### src/rtl/dma_edge_pkg.sv
package dma_edge_pkg;

  typedef enum logic [1:0] {
    SEQ_IDLE  = 2'd0,
    SEQ_WAIT  = 2'd1,
    SEQ_READ  = 2'd2,
    SEQ_WRITE = 2'd3
  } seq_state_e;

endpackage

### src/rtl/dma_req_latch.sv
// Request capture: holds a pending request and the re-arm condition.
module dma_req_latch (
  input  logic clk,
  input  logic rst_n,
  input  logic chan_en,
  input  logic seq_idle,
  input  logic arm_load,
  input  logic dreq_n,
  output logic req_pending,
  output logic activate
);

  logic pend_q, pend_d;
  logic seen_hi_q, seen_hi_d;
  logic accept;

  // take the request only when the sequencer can start at once
  assign activate = pend_q & seq_idle & chan_en;
  assign accept   = chan_en & seq_idle & ~pend_q & seen_hi_q & ~dreq_n;

  always_comb begin
    pend_d = chan_en & ~activate & (pend_q | accept);
    if (arm_load) begin
      seen_hi_d = 1'b1;
    end else if (activate) begin
      seen_hi_d = 1'b0;
    end else begin
      seen_hi_d = seen_hi_q | (chan_en & dreq_n);
    end
  end

  always_ff @(posedge clk or negedge rst_n) begin
    if (!rst_n) begin
      pend_q    <= 1'b0;
      seen_hi_q <= 1'b0;
    end else begin
      pend_q    <= pend_d;
      seen_hi_q <= seen_hi_d;
    end
  end

  assign req_pending = pend_q;

endmodule

### src/rtl/dma_cycle_seq.sv
// Transfer sequencer: latency wait, read handshake, write handshake.
module dma_cycle_seq
  import dma_edge_pkg::*;
#(
  parameter int MIN_LAT = 3
) (
  input  logic clk,
  input  logic rst_n,
  input  logic start,
  input  logic chan_en,
  input  logic rd_ack,
  input  logic wr_ack,
  output logic rd_req,
  output logic wr_req,
  output logic seq_idle,
  output logic wr_done
);

  localparam int LAT_W = $clog2(MIN_LAT + 1);
  localparam logic [LAT_W-1:0] LAT_LOAD = LAT_W'(MIN_LAT - 2);

  seq_state_e state_q, state_d;
  logic [LAT_W-1:0] lat_q, lat_d;
  logic lat_we;

  always_comb begin
    state_d = state_q;
    lat_d   = lat_q;
    lat_we  = 1'b0;
    unique case (state_q)
      SEQ_IDLE: begin
        if (start) begin
          state_d = SEQ_WAIT;
          lat_d   = LAT_LOAD;
          lat_we  = 1'b1;
        end
      end
      SEQ_WAIT: begin
        if (!chan_en) begin
          state_d = SEQ_IDLE;
        end else if (lat_q == '0) begin
          state_d = SEQ_READ;
        end else begin
          lat_d  = lat_q - 1'b1;
          lat_we = 1'b1;
        end
      end
      SEQ_READ: begin
        if (rd_ack) begin
          state_d = chan_en ? SEQ_WRITE : SEQ_IDLE;
        end
      end
      SEQ_WRITE: begin
        if (wr_ack) begin
          state_d = SEQ_IDLE;
        end
      end
      default: state_d = SEQ_IDLE;
    endcase
  end

  always_ff @(posedge clk or negedge rst_n) begin
    if (!rst_n) begin
      state_q <= SEQ_IDLE;
      lat_q   <= '0;
    end else begin
      state_q <= state_d;
      if (lat_we) begin
        lat_q <= lat_d;
      end
    end
  end

  assign rd_req   = (state_q == SEQ_READ);
  assign wr_req   = (state_q == SEQ_WRITE);
  assign seq_idle = (state_q == SEQ_IDLE);
  assign wr_done  = (state_q == SEQ_WRITE) & wr_ack;

endmodule

### src/rtl/dma_xfer_count.sv
// Channel enable, remaining-count and done flag.
module dma_xfer_count #(
  parameter int CNT_W = 16
) (
  input  logic             clk,
  input  logic             rst_n,
  input  logic             en_wr,
  input  logic             en_wdata,
  input  logic [CNT_W-1:0] count_load,
  input  logic             seq_idle,
  input  logic             wr_done,
  output logic             chan_en,
  output logic             xfer_done,
  output logic             arm_load
);

  localparam logic [CNT_W-1:0] ONE = CNT_W'(1);

  logic en_q, en_d;
  logic done_q, done_d;
  logic [CNT_W-1:0] cnt_q, cnt_d;
  logic cnt_we;
  logic take_en;

  assign take_en = en_wr & en_wdata & ~en_q & seq_idle & (count_load != '0);
  assign cnt_we  = take_en | wr_done;

  always_comb begin
    en_d   = en_q;
    done_d = done_q;
    cnt_d  = cnt_q;
    if (take_en) begin
      en_d   = 1'b1;
      done_d = 1'b0;
      cnt_d  = count_load;
    end else begin
      if (en_wr && !en_wdata) begin
        en_d = 1'b0;
      end
      if (wr_done) begin
        cnt_d = cnt_q - ONE;
        if (cnt_q == ONE) begin
          en_d   = 1'b0;
          done_d = 1'b1;
        end
      end
    end
  end

  always_ff @(posedge clk or negedge rst_n) begin
    if (!rst_n) begin
      en_q   <= 1'b0;
      done_q <= 1'b0;
      cnt_q  <= '0;
    end else begin
      en_q   <= en_d;
      done_q <= done_d;
      if (cnt_we) begin
        cnt_q <= cnt_d;
      end
    end
  end

  assign chan_en   = en_q;
  assign xfer_done = done_q;
  assign arm_load  = take_en;

endmodule

### src/rtl/dma_edge_req_ctrl.sv
module dma_edge_req_ctrl #(
  parameter int CNT_W   = 16,
  parameter int MIN_LAT = 3
) (
  input  logic             clk,
  input  logic             rst_n,
  input  logic             en_wr,
  input  logic             en_wdata,
  input  logic [CNT_W-1:0] count_load,
  input  logic             dreq_n,
  output logic             rd_req,
  input  logic             rd_ack,
  output logic             wr_req,
  input  logic             wr_ack,
  output logic             req_pending,
  output logic             chan_en,
  output logic             xfer_done
);

  logic [1:0] rst_sync_q;
  logic       srst_n;
  logic       seq_idle;
  logic       wr_done;
  logic       arm_load;
  logic       activate;

  // asynchronous assertion, synchronous release
  always_ff @(posedge clk or negedge rst_n) begin
    if (!rst_n) begin
      rst_sync_q <= 2'b00;
    end else begin
      rst_sync_q <= {rst_sync_q[0], 1'b1};
    end
  end
  assign srst_n = rst_sync_q[1];

  dma_xfer_count #(.CNT_W(CNT_W)) u_count (
    .clk        (clk),
    .rst_n      (srst_n),
    .en_wr      (en_wr),
    .en_wdata   (en_wdata),
    .count_load (count_load),
    .seq_idle   (seq_idle),
    .wr_done    (wr_done),
    .chan_en    (chan_en),
    .xfer_done  (xfer_done),
    .arm_load   (arm_load)
  );

  dma_req_latch u_latch (
    .clk         (clk),
    .rst_n       (srst_n),
    .chan_en     (chan_en),
    .seq_idle    (seq_idle),
    .arm_load    (arm_load),
    .dreq_n      (dreq_n),
    .req_pending (req_pending),
    .activate    (activate)
  );

  dma_cycle_seq #(.MIN_LAT(MIN_LAT)) u_seq (
    .clk      (clk),
    .rst_n    (srst_n),
    .start    (activate),
    .chan_en  (chan_en),
    .rd_ack   (rd_ack),
    .wr_ack   (wr_ack),
    .rd_req   (rd_req),
    .wr_req   (wr_req),
    .seq_idle (seq_idle),
    .wr_done  (wr_done)
  );

endmodule

### config.mk
export PLATFORM = sky130hd
export DESIGN_NAME = dma_edge_req_ctrl
export DESIGN_NICKNAME = d
export VERILOG_FILES = /design/src/rtl/dma_edge_pkg.sv /design/src/rtl/dma_req_latch.sv /design/src/rtl/dma_cycle_seq.sv /design/src/rtl/dma_xfer_count.sv /design/src/rtl/dma_edge_req_ctrl.sv
export SDC_FILE = /design/constraint.sdc
export NUM_CORES = 1
export LEC_CHECK = 0
export BUFFER_PORTS_ARGS = -buffer_cell sky130_fd_sc_hd__buf_2
export CORE_MARGIN = 10
export CORE_UTILIZATION = 52
export DETAILED_ROUTE_END_ITERATION = 8
export PLACE_DENSITY = 0.75
export SLEW_MARGIN = 25
export SYNTH_ARGS = -nofsm -noshare
export SYNTH_HDL_FRONTEND = slang
export SYNTH_SLANG_ARGS = --single-unit
### constraint.sdc
create_clock -name clk -period 0.95 [get_ports clk]
set_input_delay 0.0475 -clock clk [delete_from_list [all_inputs] [get_ports clk]]
set_output_delay 0.0475 -clock clk [all_outputs]
set_load 0.01 [all_outputs]
==> insert_results.sql, run 1 <==
INSERT INTO impl_metrics (metric_group, metric, value, unit) VALUES
('cts', 'cts_made_buffers', '3', ''),
('die', 'starting_density', '54.4', '%'),
('synth', 'synth_top_cells_by_area', 'dfrtp_1 43%, a221o_1 4.6%, nand3_1 4.3%', ''),
('synth', 'synth.cell_area', '1510', 'µm²'),
('cts', 'clock_tree.htree_level_count', '1', ''),
('place', 'place.gp.congestion', '0.919', ''),
('grt', 'grt_overflow', '13', ''),
('place', 'dpl-instance-area', '2310', 'µm²'),
('synth', 'yosysTopAreaCell', 'dfrtp_1', ''),
('die', 'die-width', '74.0', 'µm'),
('timing', 'worstEndpointGrtRepair', 'u_count.cnt_q[10]$_DFFE_PN0P_/D', ''),
('synth', 'synth.net_count', '184', ''),
('cts', 'cts_buffer_depth', '2', ''),
('synth', 'postSynthAreaPerCell', '9.58', 'µm²'),
('grt', 'grtUsageTotal', '55.9', '%'),
('grt', 'largest_net_degree_at_the_start_of_global_routing', '25', ''),
('place', 'total_instance_count_after_detailed_placement', '273', ''),
('die', 'ios', '28', ''),
('die', 'chipHeight', '74.0', 'µm'),
('synth', 'synth-seq-area-share', '43.0', '%'),
('place', 'portBuffers', '27', ''),
('run_status', 'status', 'stopped before the end', ''),
('place', 'hpwl', '3.98', 'mm'),
('cts', 'clock-root-buffer', 'clkbuf_4', ''),
('cts', 'clkSinkCount', '26', ''),
('run_status', 'error_line', '[ERROR GRT-0232] Routing congestion too high. Check the congestion heatmap in the GUI.', ''),
('die', 'rows', '19', ''),
('run_status', 'lastStage', '5_1_grt', ''),
('synth', 'yosysUniqueCellTypes', '44', ''),
('place', 'preCtsSetupSlack', '-0.756', 'ns'),
('synth', 'synth.ff_latch_count', '26', ''),
('synth', 'netlist_instances', '158', ''),
('timing', 'worst-endpoint-pin-kind', 'register data pin', ''),
('synth', 'yosysTopAreaCellShare', '43.0', '%'),
('synth', 'yosys_warnings', '0', '');
[cells in the mapped netlist (all sizes together)]
library cell,instances
dfrtp,26
nand3,13
o21ai,12
nor2,9
nand2,8
a221o,7
inv,6
nor4,6
buf,5
nor3,5
a21oi,4
nand2b,4
nand4,4
o211ai,4
o221ai,4
or3,4
and3,3
ha,3
mux2i,3
nor2b,3
nor3b,3
o311ai,3
a21boi,2
o31ai,2
or4,2
a211o,1
a2bb2oi,1
and2,1
and3b,1
and4,1
conb,1
mux2,1
o21a,1
o221a,1
o2bb2a,1
o32ai,1
or2,1
xor2,1
[what timing repair did]
item                                    in CTS
pin swaps                                   23
resized for setup                           48
hold buffers                                 2
endpoints found under the hold margin        3
buffers inserted                            14
endpoints found under the setup margin      28
[per-stage QoR]
stage	util [%]	hold WS, ns	setup TNS [ns]
after CTS	94.2	0.000474	-13.24
after global placement	82.9	-0.169	-11.29
after detailed placement	82.9	-0.163	-12.08
after floorplan	-	-0.248	-8.42
[routing by layer]
layer	track usage [%]	GRT overflow
met1	58.2	0
met2	68.0	6
met3	43.8	0
met4	54.0	7
met5	4.63	0
[logic make-up after synthesis]
group	Yosys count	synth area share, %
xor+xnor	1	0.579
fa+ha+maj	3	2.48
mux	4	2.73
buf+inv	11	3.31
compound gates	44	21.8
simple gates	68	25.9
flops	26	43.0
other cells	1	0.248
==> run 2: changes to the inputs <==
CORE_UTILIZATION = 37   (was 52)
PLACE_DENSITY = unset   (was 0.75)
PLACE_DENSITY_LB_ADDON = 0.15   (was unset)
==> insert_results.sql, run 2 <==
INSERT INTO impl_metrics (metric_group, metric, value, unit) VALUES
('timing', 'rsz0062_at_grt', 'true', ''),
('grt', 'grtUsageTotal', '14.2', '%'),
('routing', 'via_per_inst', '5.48', ''),
('synth', 'yosysUniqueCellTypes', '44', ''),
('synth', 'postSynthAreaPerCell', '9.58', 'µm²'),
('synth', 'ys.flop_type', 'dfrtp_1', ''),
('final_layout', 'registers.top_by_ff_count', 'u_count.cnt_q', ''),
('timing', 'final_period_minus_worst_setup_slack', '1.71', 'ns'),
('die', 'rows', '23', ''),
('synth', 'synth.ff_latch_count', '26', ''),
('die', 'chipHeight', '84.0', 'µm'),
('synth', 'synth-seq-area-share', '43.0', '%'),
('place', 'portBuffers', '27', ''),
('routing', 'drc', '0', ''),
('routing', 'antenna_violating_nets_post_route', '0', ''),
('synth', 'xor_xnor_fraction_of_synth_area', '0.579', '%'),
('final_layout', 'layout_common_cells', '63 x buf_4, 24 x buf_2, 23 x dfrtp_1, 12 x buf_6, 9 x nand3_1', ''),
('place', 'hpwl', '3.93', 'mm'),
('timing', 'timing_max_transition_violations_final', '0', ''),
('timing', 'final_critical_path_setup_slack', '-0.756', 'ns'),
('cts', 'clock_tree.htree_level_count', '1', ''),
('synth', 'synth_compound_area_share', '21.8', '%'),
('grt', 'largest_net_degree_at_the_start_of_global_routing', '25', ''),
('die', 'starting_density', '38.1', '%'),
('timing', 'setup_viol', '27', ''),
('final_layout', 'number_of_nets_at_the_end_of_the_flow', '285', ''),
('place', 'place.gp.congestion', '0.863', ''),
('synth', 'netlist_instances', '158', ''),
('cts', 'clkSinkCount', '26', ''),
('final_layout', 'fraction_of_layout_instances_using_a_drive_strength_above_1', '58.5', '%'),
('final_layout', 'syn_to_final_growth', '75.0', '%'),
('job', 'max_cap_violation_count', '0', ''),
('final_layout', 'layout.area.seq', '654', 'µm²'),
('pwr', 'sw_frac_of_total', '37.4', '%'),
('final_layout', 'antenna-diode-count', '0', ''),
('synth', 'main_combinational_cell_family_by_area_after_synthesis', 'simple AND/OR/NAND/NOR gates', ''),
('timing', 'hold_vio_cnt_final', '0', ''),
('synth', 'synth-edff-count', '0', ''),
('die', 'floorplan.die_area', '7050', 'µm²'),
('timing', 'fin_skew', '0.00780', 'ns'),
('grt', 'grt_antenna_before_repair', '0', ''),
('critical_path', 'start_kind', 'register', ''),
('pwr', 'power_frac_clock', '10.7', '%'),
('run_status', 'status', 'finished with violations', ''),
('synth', 'yosysTopAreaCell', 'dfrtp_1', ''),
('synth', 'most_common_cell_in_the_synthesized_netlist', 'dfrtp_1', ''),
('min_path', 'hold_class', 'primary input to register', ''),
('pwr', 'power_switching', '2570', 'µW'),
('grt', 'grt_pass1_vias', '1828', ''),
('die', 'ios', '28', ''),
('routing', 'wirelength', '5.13', 'mm'),
('pwr', 'share_comb_of_total_power', '61.0', '%'),
('pwr', 'power.internal', '4300', 'µW'),
('timing', 'fmax', '586', 'MHz'),
('routing', 'drt_iter0_drc', '76', ''),
('grt', 'grt_first_pass_wirelength', '8.51', 'mm'),
('routing', 'detailedRoute.firstPassIterationCount', '4', ''),
('final_layout', 'largest_reg_flops', '16', ''),
('final_layout', 'multiInputGateArea', '1100', 'µm²'),
('die', 'design.core.area', '3970', 'µm²'),
('final_layout', 'nFillCells', '314', ''),
('critical_path', 'endpoint_required_time_on_the_critical_path', '1.15', 'ns'),
('routing', 'post_drt_wl_per_cell', '16.7', 'µm'),
('run_status', 'failed_checks', 'setup timing', ''),
('synth', 'synth_simple_gate_area_share', '25.9', '%'),
('synth', 'synth_fa_ha_area_share', '2.48', '%'),
('cts', 'worst_setup_hold_path_clk_slew', '0.10', 'ns'),
('synth', 'synth.top_cells.by_count', '26 x dfrtp_1, 13 x nand3_1, 12 x o21ai_0', ''),
('synth', 'synth.net_count', '184', ''),
('synth', 'share_of_flip_flops_with_an_asynchronous_set_or_reset', '100', '%'),
('grt', 'grt_overflow', '0', ''),
('synth', 'synth.cell_area', '1510', 'µm²'),
('pwr', 'vdd.ir_drop.worst', '1.34', 'mV'),
('cts', 'tritoncts_clock_tree', 'done', ''),
('synth', 'muxShareOfSynthArea', '2.73', '%'),
('critical_path', 'path_max_fanout', '4', ''),
('timing', 'setup_total_negative_slack', '-13.31', 'ns'),
('cts', 'worstSkewPairLatency', '0.27', 'ns'),
('pwr', 'power.sequential.fraction', '28.4', '%'),
('cts', 'cts_made_buffers', '3', ''),
('critical_path', 'setup.worst_path.class', 'register to register', ''),
('final_layout', 'mostFrequentLayoutCell', 'buf_4', ''),
('synth', 'yosysTopAreaCellShare', '43.0', '%'),
('timing', 'fin_crit_sh', '180', '%'),
('pwr', 'power_density', '2590', 'nW/µm²'),
('synth', 'yosys_warnings', '0', ''),
('cts', 'cts_buffer_depth', '2', ''),
('synth', 'synth_top_cells_by_area', 'dfrtp_1 43%, a221o_1 4.6%, nand3_1 4.3%', ''),
('critical_path', 'critPathCaptureType', 'register', ''),
('pwr', 'power', '6860', 'µW'),
('die', 'die-width', '84.0', 'µm'),
('routing', 'num_vias', '1687', ''),
('pwr', 'static-leakage-power', '0.00116', 'µW'),
('cts', 'clock-root-buffer', 'clkbuf_8', ''),
('critical_path', 'critPathArrivalTime', '1.90', 'ns');
[run 2: cell counts after synthesis]
No cell type changed its count.
[run 2: what timing repair did]
action | CTS | global route
buffers inserted | 5 | 8
pin swaps | 7 | 7
setup endpoints to repair | 27 | 28
hold endpoints to repair | 2 | 0
resized for setup | 24 | 21
gates cloned | 0 | 0
hold buffers | 1 | 0
[run 2: worst max-delay path: stages, from the launching register on]
cell,delay (ns)
dfrtp_1,0.42
or3_4,0.38
or2_4,0.26
or4_4,0.48
o211ai_1,0.10
[run 2: final timing paths]
kind | startpoint | endpoint | slack [ns] | cells past startpoint
max | u_count.cnt_q[6] | u_count.cnt_q[10] | -0.76 | 4
min | dreq_n | u_latch.req_pending | 0.05 | 4
max reg2reg | u_count.cnt_q[6] | u_count.cnt_q[10] | -0.76 | 4
min reg2reg | rst_sync_q[1] | u_count.cnt_q[14] | 0.24 | 1
max in group asynchronous | rst_sync_q[1] | u_count.cnt_q[2] | 0.44 | 1
min in group asynchronous | rst_n | rst_sync_q[0] | 0.08 | 2
[run 2: cells by family after synthesis]
family,Yosys count
XOR/XNOR,1
AND/OR/NAND/NOR,68
multiplexers,4
buffers and inverters,11
AO/OA/AOI/OAI,44
adder cells (fa/ha/maj),3
other,1
flip-flops,26
[run 2: cell type report]
cell class,instances,share of cell area [%]
Inverter,6,1.04
Tap cell,50,2.36
Sequential cell,26,24.7
Timing Repair Buffer,101,28.4
Multi-Input combinational cell,121,41.4
Clock buffer,4,2.08
[run 2: metal layers]
metal / share of wire (%) / GRT usage, % / vias to the layer above
li1: - / - / 815
met1: 40 / 16.5 / 833
met2: 55 / 26.1 / 33
met3: 3.6 / 2.15 / 6
met4: 1.0 / 4.11 / 0
met5: 0 / 0 / -
[run 2: power by group through the flow]
stage                     Sequential, µW  Clock (µW)  Combinational (µW)
after floorplan                     2050           0                1680
after detailed placement            1970           0                3440
after global routing                2010         787                4530
final                               1950         732                4180
after CTS                           1940         748                3850
after global placement              1940           0                3350
[run 2: stage by stage]
stage	setup WS (ns)	hold WS (ns)	utilization, %	area (µm²)	cells
after floorplan	-0.686	-0.248	-	1700	158
after global placement	-0.693	-0.166	59.1	2350	296
after detailed placement	-0.747	-0.163	59.1	2350	296
after CTS	-0.743	0.0452	63.9	2540	305
after global routing	-0.812	0.0735	66.7	2650	308
final	-0.756	0.0515	66.7	2650	308
(Power assumes the default switching activity.)
